### src/rtl/pfs_pkg.sv
package pfs_pkg;
  localparam int NUM_LVL  = 3;
  localparam int LVL_WARN = 0;
  localparam int LVL_MIN  = 1;
  localparam int LVL_BATT = 2;

  typedef enum logic [2:0] {
    ST_RUN   = 3'd0,
    ST_WARN  = 3'd1,
    ST_PFRST = 3'd2,
    ST_BATT  = 3'd3,
    ST_POR   = 3'd4
  } pfs_state_e;
endpackage

### src/rtl/pfs_rst_sync.sv
module pfs_rst_sync #(
  parameter int STAGES = 2
) (
  input  logic clk,
  input  logic rst_n,
  output logic rst_n_sync
);
  logic [STAGES-1:0] chain_q;

  always_ff @(posedge clk or negedge rst_n) begin
    if (!rst_n) chain_q <= '0;
    else        chain_q <= {chain_q[STAGES-2:0], 1'b1};
  end

  assign rst_n_sync = chain_q[STAGES-1];
endmodule

### src/rtl/pfs_sync.sv
module pfs_sync #(
  parameter int   STAGES  = 2,
  parameter logic RST_VAL = 1'b0
) (
  input  logic clk,
  input  logic rst_n,
  input  logic d_i,
  output logic q_o
);
  logic [STAGES-1:0] chain_q;

  always_ff @(posedge clk or negedge rst_n) begin
    if (!rst_n) chain_q <= {STAGES{RST_VAL}};
    else        chain_q <= {chain_q[STAGES-2:0], d_i};
  end

  assign q_o = chain_q[STAGES-1];
endmodule

### src/rtl/pfs_lvl_filter.sv
module pfs_lvl_filter #(
  parameter int SYNC_STAGES = 2,
  parameter int STABLE_CNT  = 4
) (
  input  logic clk,
  input  logic rst_n,
  input  logic raw_i,
  output logic lvl_o
);
  logic synced;

  pfs_sync #(.STAGES(SYNC_STAGES), .RST_VAL(1'b0)) u_sync (
    .clk  (clk),
    .rst_n(rst_n),
    .d_i  (raw_i),
    .q_o  (synced)
  );

  generate
    if (STABLE_CNT > 1) begin : g_debounce
      localparam int CW = $clog2(STABLE_CNT);
      localparam logic [CW-1:0] CNT_LAST = CW'(STABLE_CNT - 1);

      logic [CW-1:0] cnt_q, cnt_d;
      logic          lvl_q, lvl_d;
      logic          upd_en;

      always_comb begin
        cnt_d = cnt_q;
        lvl_d = lvl_q;
        if (synced == lvl_q) begin
          cnt_d = '0;
        end else if (cnt_q == CNT_LAST) begin
          cnt_d = '0;
          lvl_d = synced;
        end else begin
          cnt_d = cnt_q + 1'b1;
        end
      end

      assign upd_en = (synced != lvl_q) || (cnt_q != '0);

      always_ff @(posedge clk or negedge rst_n) begin
        if (!rst_n) begin
          cnt_q <= '0;
          lvl_q <= 1'b0;
        end else if (upd_en) begin
          cnt_q <= cnt_d;
          lvl_q <= lvl_d;
        end
      end

      assign lvl_o = lvl_q;
    end else begin : g_direct
      assign lvl_o = synced;
    end
  endgenerate
endmodule

### src/rtl/pfs_por_timer.sv
module pfs_por_timer #(
  parameter int POR_CYCLES = 21504
) (
  input  logic clk,
  input  logic rst_n,
  input  logic load_i,
  input  logic run_i,
  output logic done_o
);
  localparam int CW = (POR_CYCLES > 1) ? $clog2(POR_CYCLES) : 1;
  localparam logic [CW-1:0] START = CW'(POR_CYCLES - 1);

  logic [CW-1:0] cnt_q, cnt_d;
  logic          cnt_en;

  assign done_o = (cnt_q == '0);
  assign cnt_en = load_i || (run_i && !done_o);

  always_comb begin
    if (load_i) cnt_d = START;
    else        cnt_d = cnt_q - 1'b1;
  end

  always_ff @(posedge clk or negedge rst_n) begin
    if (!rst_n)      cnt_q <= START;
    else if (cnt_en) cnt_q <= cnt_d;
  end
endmodule

### src/rtl/pfs_warn_irq.sv
module pfs_warn_irq (
  input  logic clk,
  input  logic rst_n,
  input  logic warn_i,
  input  logic rearm_i,
  input  logic clr_i,
  input  logic en_i,
  input  logic ack_i,
  output logic req_o
);
  logic req_q, req_d;
  logic armed_q, armed_d;

  always_comb begin
    req_d   = req_q;
    armed_d = armed_q;
    if (clr_i) begin
      req_d   = 1'b0;
      armed_d = 1'b0;
    end else begin
      if (req_q && ack_i) req_d = 1'b0;
      if (warn_i && armed_q && en_i) begin
        req_d   = 1'b1;
        armed_d = 1'b0;
      end else if (rearm_i) begin
        armed_d = 1'b1;
      end
    end
  end

  always_ff @(posedge clk or negedge rst_n) begin
    if (!rst_n) begin
      req_q   <= 1'b0;
      armed_q <= 1'b0;
    end else begin
      req_q   <= req_d;
      armed_q <= armed_d;
    end
  end

  assign req_o = req_q;
endmodule

### src/rtl/pwr_fail_seq.sv
module pwr_fail_seq #(
  parameter int          SYNC_STAGES = 2,
  parameter int          STABLE_CNT  = 4,
  parameter int          POR_CYCLES  = 21504,
  parameter int          VEC_W       = 16,
  parameter logic [15:0] PFI_VECTOR  = 16'h002B
) (
  input  logic             clk,
  input  logic             rst_n,
  input  logic             lvl_warn_i,
  input  logic             lvl_min_i,
  input  logic             lvl_batt_i,
  input  logic             ext_rst_i,
  input  logic             rsync_pin_i,
  output logic             rsync_pull_o,
  input  logic             pfi_en_i,
  input  logic             pfi_ack_i,
  output logic             pfi_req_o,
  output logic [VEC_W-1:0] pfi_vector_o,
  output logic             core_rst_o,
  output logic             mem_en_force_o,
  output logic             batt_mode_n_o,
  output logic             por_busy_o
);
  import pfs_pkg::*;

  logic               rst_n_s;
  logic [NUM_LVL-1:0] lvl_raw, lvl_acc;
  logic               ext_rst_s, rsync_s;
  logic               below_batt, below_min, below_warn;
  logic               hold, pfr, por_done;
  pfs_state_e         state_q, state_d;

  pfs_rst_sync #(.STAGES(2)) u_rst_sync (
    .clk       (clk),
    .rst_n     (rst_n),
    .rst_n_sync(rst_n_s)
  );

  assign lvl_raw[LVL_WARN] = lvl_warn_i;
  assign lvl_raw[LVL_MIN]  = lvl_min_i;
  assign lvl_raw[LVL_BATT] = lvl_batt_i;

  generate
    for (genvar gi = 0; gi < NUM_LVL; gi++) begin : g_lvl
      pfs_lvl_filter #(
        .SYNC_STAGES(SYNC_STAGES),
        .STABLE_CNT (STABLE_CNT)
      ) u_filt (
        .clk  (clk),
        .rst_n(rst_n_s),
        .raw_i(lvl_raw[gi]),
        .lvl_o(lvl_acc[gi])
      );
    end
  endgenerate

  pfs_sync #(.STAGES(SYNC_STAGES), .RST_VAL(1'b0)) u_ext_sync (
    .clk  (clk),
    .rst_n(rst_n_s),
    .d_i  (ext_rst_i),
    .q_o  (ext_rst_s)
  );

  pfs_sync #(.STAGES(SYNC_STAGES), .RST_VAL(1'b1)) u_rsync_sync (
    .clk  (clk),
    .rst_n(rst_n_s),
    .d_i  (rsync_pin_i),
    .q_o  (rsync_s)
  );

  // lower thresholds imply the higher ones
  assign below_batt = lvl_acc[LVL_BATT];
  assign below_min  = lvl_acc[LVL_MIN] | below_batt;
  assign below_warn = lvl_acc[LVL_WARN] | below_min;

  assign hold = (state_q == ST_PFRST) || (state_q == ST_BATT);
  assign pfr  = hold || (state_q == ST_POR);

  always_comb begin
    if (below_batt) begin
      state_d = ST_BATT;
    end else if (below_min) begin
      state_d = ST_PFRST;
    end else if (hold) begin
      state_d = ST_POR;
    end else if ((state_q == ST_POR) && !por_done) begin
      state_d = ST_POR;
    end else if (below_warn) begin
      state_d = ST_WARN;
    end else begin
      state_d = ST_RUN;
    end
  end

  always_ff @(posedge clk or negedge rst_n_s) begin
    if (!rst_n_s) state_q <= ST_POR;
    else          state_q <= state_d;
  end

  pfs_por_timer #(.POR_CYCLES(POR_CYCLES)) u_por (
    .clk   (clk),
    .rst_n (rst_n_s),
    .load_i(hold),
    .run_i (state_q == ST_POR),
    .done_o(por_done)
  );

  pfs_warn_irq u_irq (
    .clk    (clk),
    .rst_n  (rst_n_s),
    .warn_i (state_q == ST_WARN),
    .rearm_i(state_q == ST_RUN),
    .clr_i  (pfr),
    .en_i   (pfi_en_i),
    .ack_i  (pfi_ack_i),
    .req_o  (pfi_req_o)
  );

  assign pfi_vector_o   = VEC_W'(PFI_VECTOR);
  assign core_rst_o     = pfr || ext_rst_s || !rsync_s;
  assign mem_en_force_o = pfr;
  assign rsync_pull_o   = pfr;
  assign batt_mode_n_o  = (state_q != ST_BATT);
  assign por_busy_o     = (state_q == ST_POR);
endmodule

### config.mk
export PLATFORM = sky130hd
export DESIGN_NAME = pwr_fail_seq
export DESIGN_NICKNAME = d
export VERILOG_FILES = /design/src/rtl/pfs_pkg.sv /design/src/rtl/pfs_rst_sync.sv /design/src/rtl/pfs_sync.sv /design/src/rtl/pfs_lvl_filter.sv /design/src/rtl/pfs_por_timer.sv /design/src/rtl/pfs_warn_irq.sv /design/src/rtl/pwr_fail_seq.sv
export SDC_FILE = /design/constraint.sdc
export NUM_CORES = 1
export LEC_CHECK = 0
export CAP_MARGIN = 15
export CORE_ASPECT_RATIO = 0.75
export CORE_UTILIZATION = 45
export DETAILED_ROUTE_END_ITERATION = 8
export HOLD_SLACK_MARGIN = 0.12
export PLACE_DENSITY = 0.74
export REMOVE_ABC_BUFFERS = 1
export SYNTH_ARGS = -nofsm -noshare
export SYNTH_HDL_FRONTEND = slang
export SYNTH_SLANG_ARGS = --single-unit
### constraint.sdc
create_clock -name clk -period 1.6 [get_ports clk]
set_input_delay 0.32 -clock clk [delete_from_list [all_inputs] [get_ports clk]]
set_output_delay 0.32 -clock clk [all_outputs]
set_load 0.02 [all_outputs]
==> results.md, run 1 <==
* Slowest cell delay on critical path at 0.54 ns
* Share of post-route cells with drive strength above 1 at 0.4390
* Fin crit period at 1.910 ns
* Routed vias at 1592
* Fin. Hold Viols at 0
* Synth Area per Inst at 10.73 µm²
* Setup TNS Final at -3.641 ns
* Core area at 4204 µm²
* Initial Util at 0.4851
* Ys flop type: dfrtp_1
* Post-synth EDFFs at 0
* GR Overflow Total at 0
* Worst Setup SP: state_q[2]
* Fin nets at approximately 260
* Failing checks: setup timing
* Mapped cell area at 2039 µm²
* Clk_lat worst skew at 0.29 ns
* H-tree depth at 2
* Critical Path Slowest Stage Cell: dfstp_2
* Gate Count Post-Synth at 190
* Critical path buffers and inverters at 1
* Startpoint Class: flop
* Reg2reg start: state_q[2]
* Total I/O pin count at 31
* Port bufs at 14
* Final wirelength at 4689 µm
* Per-cell routed wire length at 15.58 µm
* DRT antenna net count at 0
* CP top delay family: simple AND/OR/NAND/NOR gates
* Hold crit path type: reg -> async
* Status: finished with violations
* Library cells used by synthesis at 44
* Die ar. at 4808 µm²
* CTS Buf Count at 5
* Final period utilization at 1.194
* Inserted Diodes at 0
* Vias in the first global route at about 1500
* Row cnt at 20
* Antenna violations before repair at 0
* Die X at ~80 µm
* Largest net degree at the start of global routing at 34
* Synth top area share at 0.3190
* Unrepaired setup endpoints after global routing: yes
* Peak VDD IR at 0.9040 mV
* CTS Buffer Depth at 2
* Register area share after synthesis at 0.5123
* Top-count cell post-synth: dfrtp_1
* Die Ht at 60.30 µm
* Drt via density at 5.289
* Dominant cells by area after synthesis: dfrtp_1 32%, dfstp_2 19%, buf_4 6.3%
* Final worst slack at -0.3098 ns
* Setup CP Type: reg -> reg
* Reg2reg setup slack at -0.31 ns
* 1st-iter DRT viols at ~130
* CP Capture Type: flop
* Final clock skew at 0.009761 ns
* CP required at 1.83 ns
* First-pass DRT Iterations at 4
* Clock root buffer master: clkbuf_8
* Ys Warns at 0
* First-pass GRT wire length at roughly 7100 µm
* Max Freq at ~520 MHz
* Leak pwr at 1.269 nW
* Sink Count at 41
* Synth top cells by count: 26 x dfrtp_1, 20 x nand2_1, 17 x buf_4
* Aggregate global-route resource usage at 0.2001
* Pwr dens at 1240 nW/µm²
* Syn-to-layout area delta at 37.85%
* Synth async-reset ratio at 1.000
* DRC at 0
* CTS tree: yes
* Synthesized flop and latch total at between 40 and 50
* # setup viols final at 19
* CP max FO at 5
* Worst Path Arrival at 2.13 ns
* Reg clk slew, reported paths at 0.08 ns
* Dpl ws at -0.5139 ns
* Gpl congestion at approximately 0.85
* Dpl hpwl at 2724 µm
* Max-slew violations at 0
* Cell-by-cell trace of the critical path: or3b_4, buf_6, nand4bb_4, or4_1, nand3_1
* Max capacitance violation total at 0
* Cell accounting for the most synthesized area: dfrtp_1
==> cells in the final DEF, fill, tap and decap left out, types with 3 or more instances in the layout <==
| cell | n |
|---|---|
| nand4b_1 | 3 |
| ha_1 | 6 |
| o21ai_0 | 9 |
| xor2_1 | 3 |
| clkdlybuf4s50_1 | 9 |
| buf_6 | 10 |
| nand3_1 | 3 |
| o21ai_2 | 3 |
| o211ai_1 | 3 |
| clkbuf_8 | 5 |
| buf_4 | 32 |
| dfstp_2 | 15 |
| nand2_1 | 18 |
| conb_1 | 17 |
| a21oi_2 | 4 |
| nor2_1 | 12 |
| nor4_4 | 4 |
| dfrtp_1 | 26 |
| inv_1 | 8 |
==> kinds of logic after synthesis <==
family                   after synthesis  share of synthesized area
multiplexers                           4                    0.02147
buffers and inverters                 31                    0.09816
adder cells (fa/ha/maj)                7                    0.04294
XOR/XNOR                               3                    0.01289
other                                  2                   0.003682
AO/OA/AOI/OAI                         33                     0.1025
flip-flops                            41                     0.5123
AND/OR/NAND/NOR                       69                     0.2061
==> sequential cells by signal, summed over array words and instances (netlist names) <==
name and flops:
u_por.cnt_q 15, g_lvl.u_filt.g_debounce.cnt_q 6, g_lvl.u_filt.u_sync.chain_q 6, u_rst_sync.chain_q 2, u_irq.req_o 1, u_rsync_sync.chain_q 2, g_lvl.u_filt.lvl_o 3, state_q 3
u_irq.armed_q 1, u_ext_sync.chain_q 2
==> worst reg2reg max path, stage by stage (launching register included) <==
cell	delay, ns
dfstp_2	0.54
or3b_4	0.44
buf_6	0.15
nand4bb_4	0.19
or4_1	0.42
nand3_1	0.11
==> routing by layer <==
layer  wire (µm)  GRT usage  share of wire  vias to the layer above
met2        2245     0.3211           0.48                       76
met1        2006     0.2703           0.43                      756
met3         333    0.05038          0.071                       14
met5           0          0              0                        -
li1            -          -              -                      746
met4         104    0.06378          0.022                        0
==> cell type report <==
cell class	instances	area [µm²]
Multi-Input combinational cell	133	1059
Inverter	11	48.80
Tap cell	55	68.82
Timing Repair Buffer	53	483.0
Clock inverter	2	35.03
Clock buffer	6	72.57
Fill cell	299	1393
Sequential cell	41	1045
==> what timing repair did <==
item | CTS | global route
resized for setup | 57 | 26
hold buffers | 0 | 0
setup buffers | 5 | 6
pin swaps | 11 | 10
endpoints found under the setup margin | 22 | 22
==> power breakdown <==
group	leakage [nW]	internal (mW)	total, mW	switching, mW
clock network	0.0552	0.463	0.795	0.332
logic	0.736	0.567	1.29	0.720
registers	0.478	1.25	1.40	0.156
total	1.27	2.28	3.49	1.21
==> worst paths after layout <==
check	to	cells past startpoint
min reg2reg	g_lvl[1].u_filt.u_sync.chain_q[0]	0
max reg2reg	u_por.cnt_q[12]	5
min in group clk	u_ext_sync.chain_q[1]	0
max	u_por.cnt_q[12]	5
max in group asynchronous	u_por.cnt_q[6]	1
min	g_lvl[1].u_filt.u_sync.chain_q[0]	0
==> through the flow <==
stage               power (mW)  cells  hold slack [ns]  instance area (µm²)    util
floorplan                2.045    185          0.02441                 1942       -
global route             3.730    301           0.1567                 2811  0.6688
finish                   3.485    301           0.1298                 2811  0.6688
global placement         2.463    283           0.1316                 2394  0.5693
detailed placement       2.503    283           0.1365                 2394  0.5693
CTS                      3.401    296           0.1427                 2654  0.6313
No activity file was read; power rests on OpenSTA's default activity.
==> run 2: changes to the inputs <==
Settings changed: CTS_BUF_LIST set to sky130_fd_sc_hd__clkbuf_16, SYNTH_HIERARCHICAL set to 1.
==> run 2 against run 1 <==
  * Critical path type unchanged
  * The run still ends with setup timing left
  * Clock skew down 0.0030 ns
  * Critical endpoint is now u_por/cnt_q[7]
  * Clock power up 41%
  * Highest routed layer unchanged
  * Via count up 3.2%
==> results.md, run 2 <==
* CP top delay family: simple AND/OR/NAND/NOR gates
* Antenna violations before repair at 0
* CTS Buffer Depth at 2
* First-pass DRT Iterations at 4
* Sink Count at 41
* Worst Path Arrival at around 2.2 ns
* Ys flop type: dfrtp_1
* Final instance area at 3052 µm²
* Non-Filler Instances at 306
* Synth top area share at 0.3175
* GR Overflow Total at 0
* CP max FO at 5
* Failing checks: setup timing
* DRT antenna net count at 0
* CTS Buf Count at 5
* Final Util at 0.7259
* Dpl hpwl at 2733 µm
* Fin. Hold Viols at 0
* Critical Path Slowest Stage Cell: or4_4
* Die X at 79.93 µm
* Gpl congestion at around 0.82
* Die Ht at ~60 µm
* Routed vias at 1643
* Reg2reg setup slack at -0.40 ns
* Max reg flops at 15
* First-pass GRT wire length at 7272 µm
* Max capacitance violation total at 0
* Vias in the first global route at 1478
* Core area at between 4000 and 5000 µm²
* Setup CP Type: reg -> reg
* Total I/O pin count at 31
* Peak VDD IR at 0.7751 mV
* Row cnt at 20
* Reg with most FFs: u_por/cnt_q
* Reg clk slew, reported paths at 0.06 ns
* Clock root buffer master: clkbuf_16
* Max-slew violations at 0
* Final wirelength at 5171 µm
* Top-count cell post-synth: dfrtp_1
* Placed Cells at 283
* Port bufs at 14
* Cell-by-cell trace of the critical path: or4_4, or4_4, o21a_1, or3_1
* Ys Warns at 6
* Total power draw at 3.970 mW
* Largest registers: u_por/cnt_q (15), g_lvl.u_filt/g_debounce.cnt_q (6), g_lvl.u_filt/u_sync/chain_q (6)
* Share of post-route cells with drive strength above 1 at 0.5060
* Unrepaired setup endpoints after global routing: yes
* Per-cell routed wire length at 16.90 µm
* 1st-iter DRT viols at 106
* Pwr dens at 1301 nW/µm²
* DRC at 0
* Clk_lat worst skew at around 0.28 ns
* Fin Hold WS at 0.2008 ns
* Gate Count Post-Synth at 181
* Setup TNS Final at -6.136 ns
* Dpl ws at -0.5407 ns
* # setup viols final at 22
* Cell accounting for the most synthesized area: dfrtp_1
* Inserted Diodes at 0
* CTS Hold Buffers Added at 0
* Slowest cell delay on critical path at about 0.57 ns
* Commonest non-fill, non-tap cell in the layout: buf_4
* CP Capture Type: flop
* Final clock skew at 0.006772 ns
* Synth top cells by count: 26 x dfrtp_1, 17 x buf_4, 15 x dfstp_2, 15 x inv_1, 13 x nand2_1
* Post-synth EDFFs at 0
* Initial Util at 0.4875
* Final worst slack at -0.4003 ns
* Critical path buffers and inverters at 0
* Largest net degree at the start of global routing at 40
* Fin crit period at 2.000 ns
* Synth Area per Inst at approximately 11 µm²
* Die ar. at 4831 µm²
* Dominant cells by area after synthesis: dfrtp_1 32%, dfstp_2 19%, buf_4 6.2%
* Max Freq at 499.9 MHz
* CP required at 1.80 ns
* Drt via density at 5.369
* Synthesized flop and latch total at between 40 and 50
* Aggregate global-route resource usage at 0.2073
* Fin nets at 266
* Mapped cell area at 2049 µm²
* Library cells used by synthesis at 42
* Register area share after synthesis at 0.5098
* Hold crit path type: in -> async
* Startpoint Class: flop
* Leak pwr at 1.334 nW
* H-tree depth at 2
* CTS tree: yes
* CP most frequent cell: or4_4
* Placed Area at 2454 µm²
* Status: finished with violations
* Most frequent cells in the layout: 39 x buf_4, 26 x dfrtp_1, 17 x conb_1, 17 x buf_6, 15 x dfstp_2
* Synth async-reset ratio at 1.000
* Final period utilization at 1.250
* Syn-to-layout area delta at 48.90%
run 2: changes by cell type after synthesis, moves of 3 or more:
| cell | before | now |
|---|---|---|
| mux2_1 | 0 | 3 |
| or4_1 | 2 | 6 |
| o21ai_0 | 12 | 1 |
| nor2_1 | 13 | 4 |
| xor2_1 | 3 | 0 |
| mux2i_1 | 1 | 8 |
| or2_2 | 2 | 5 |
| o211ai_1 | 3 | 0 |
| inv_1 | 10 | 15 |
| o31ai_1 | 4 | 7 |
| mux2_2 | 3 | 0 |
| xnor2_2 | 0 | 3 |
| nand2_1 | 20 | 13 |
run 2: metal layers:
metal,wire [µm],GRT usage
met1,2266,0.2814
met2,2569,0.3297
met3,222,0.04662
met4,113,0.08163
met5,0,0
run 2: power breakdown:
part | switching [mW] | internal, mW
Combinational | 0.754 | 0.695
Clock | 0.394 | 0.730
Sequential | 0.169 | 1.23
run 2: path summary, 6_finish.rpt:
kind / startpoint / to / cells after the start
min reg2reg: u_rst_sync/chain_q[1] / u_por/cnt_q[11] / 1
max: u_por/cnt_q[3] / u_por/cnt_q[7] / 4
min in group clk: g_lvl[2].u_filt/u_sync/chain_q[0] / g_lvl[2].u_filt/u_sync/chain_q[1] / 0
max reg2reg: u_por/cnt_q[3] / u_por/cnt_q[7] / 4
max in group asynchronous: u_rst_sync/chain_q[1] / u_por/cnt_q[4] / 1
min: rst_n / u_rst_sync/chain_q[1] / 1
run 2: final cells by class:
type | instances | area [µm²]
clock buffers | 5 | 125.1
clock inverters | 3 | 41.29
fillers | 270 | 1152
inverters | 15 | 63.81
multi-input cells | 121 | 1114
flip-flops and latches | 41 | 1045
well taps | 55 | 68.82
repair buffers | 66 | 594.3
run 2: logic make-up (layout without fill, tap and decap cells):
kind of cell	after synthesis	in the layout	synth area share
compound gates	26	27	0.09952
xor+xnor	4	4	0.02809
fa+ha+maj	7	7	0.04273
buf+inv	34	89	0.09706
flops	41	41	0.5098
mux	11	11	0.05556
other cells	3	17	0.005494
simple gates	55	55	0.1618
run 2: repair_timing:
action	CTS	global route
buffers inserted	4	11
pin swaps	8	10
cloned	1	0
resized for setup	71	26
setup endpoints to repair	22	22
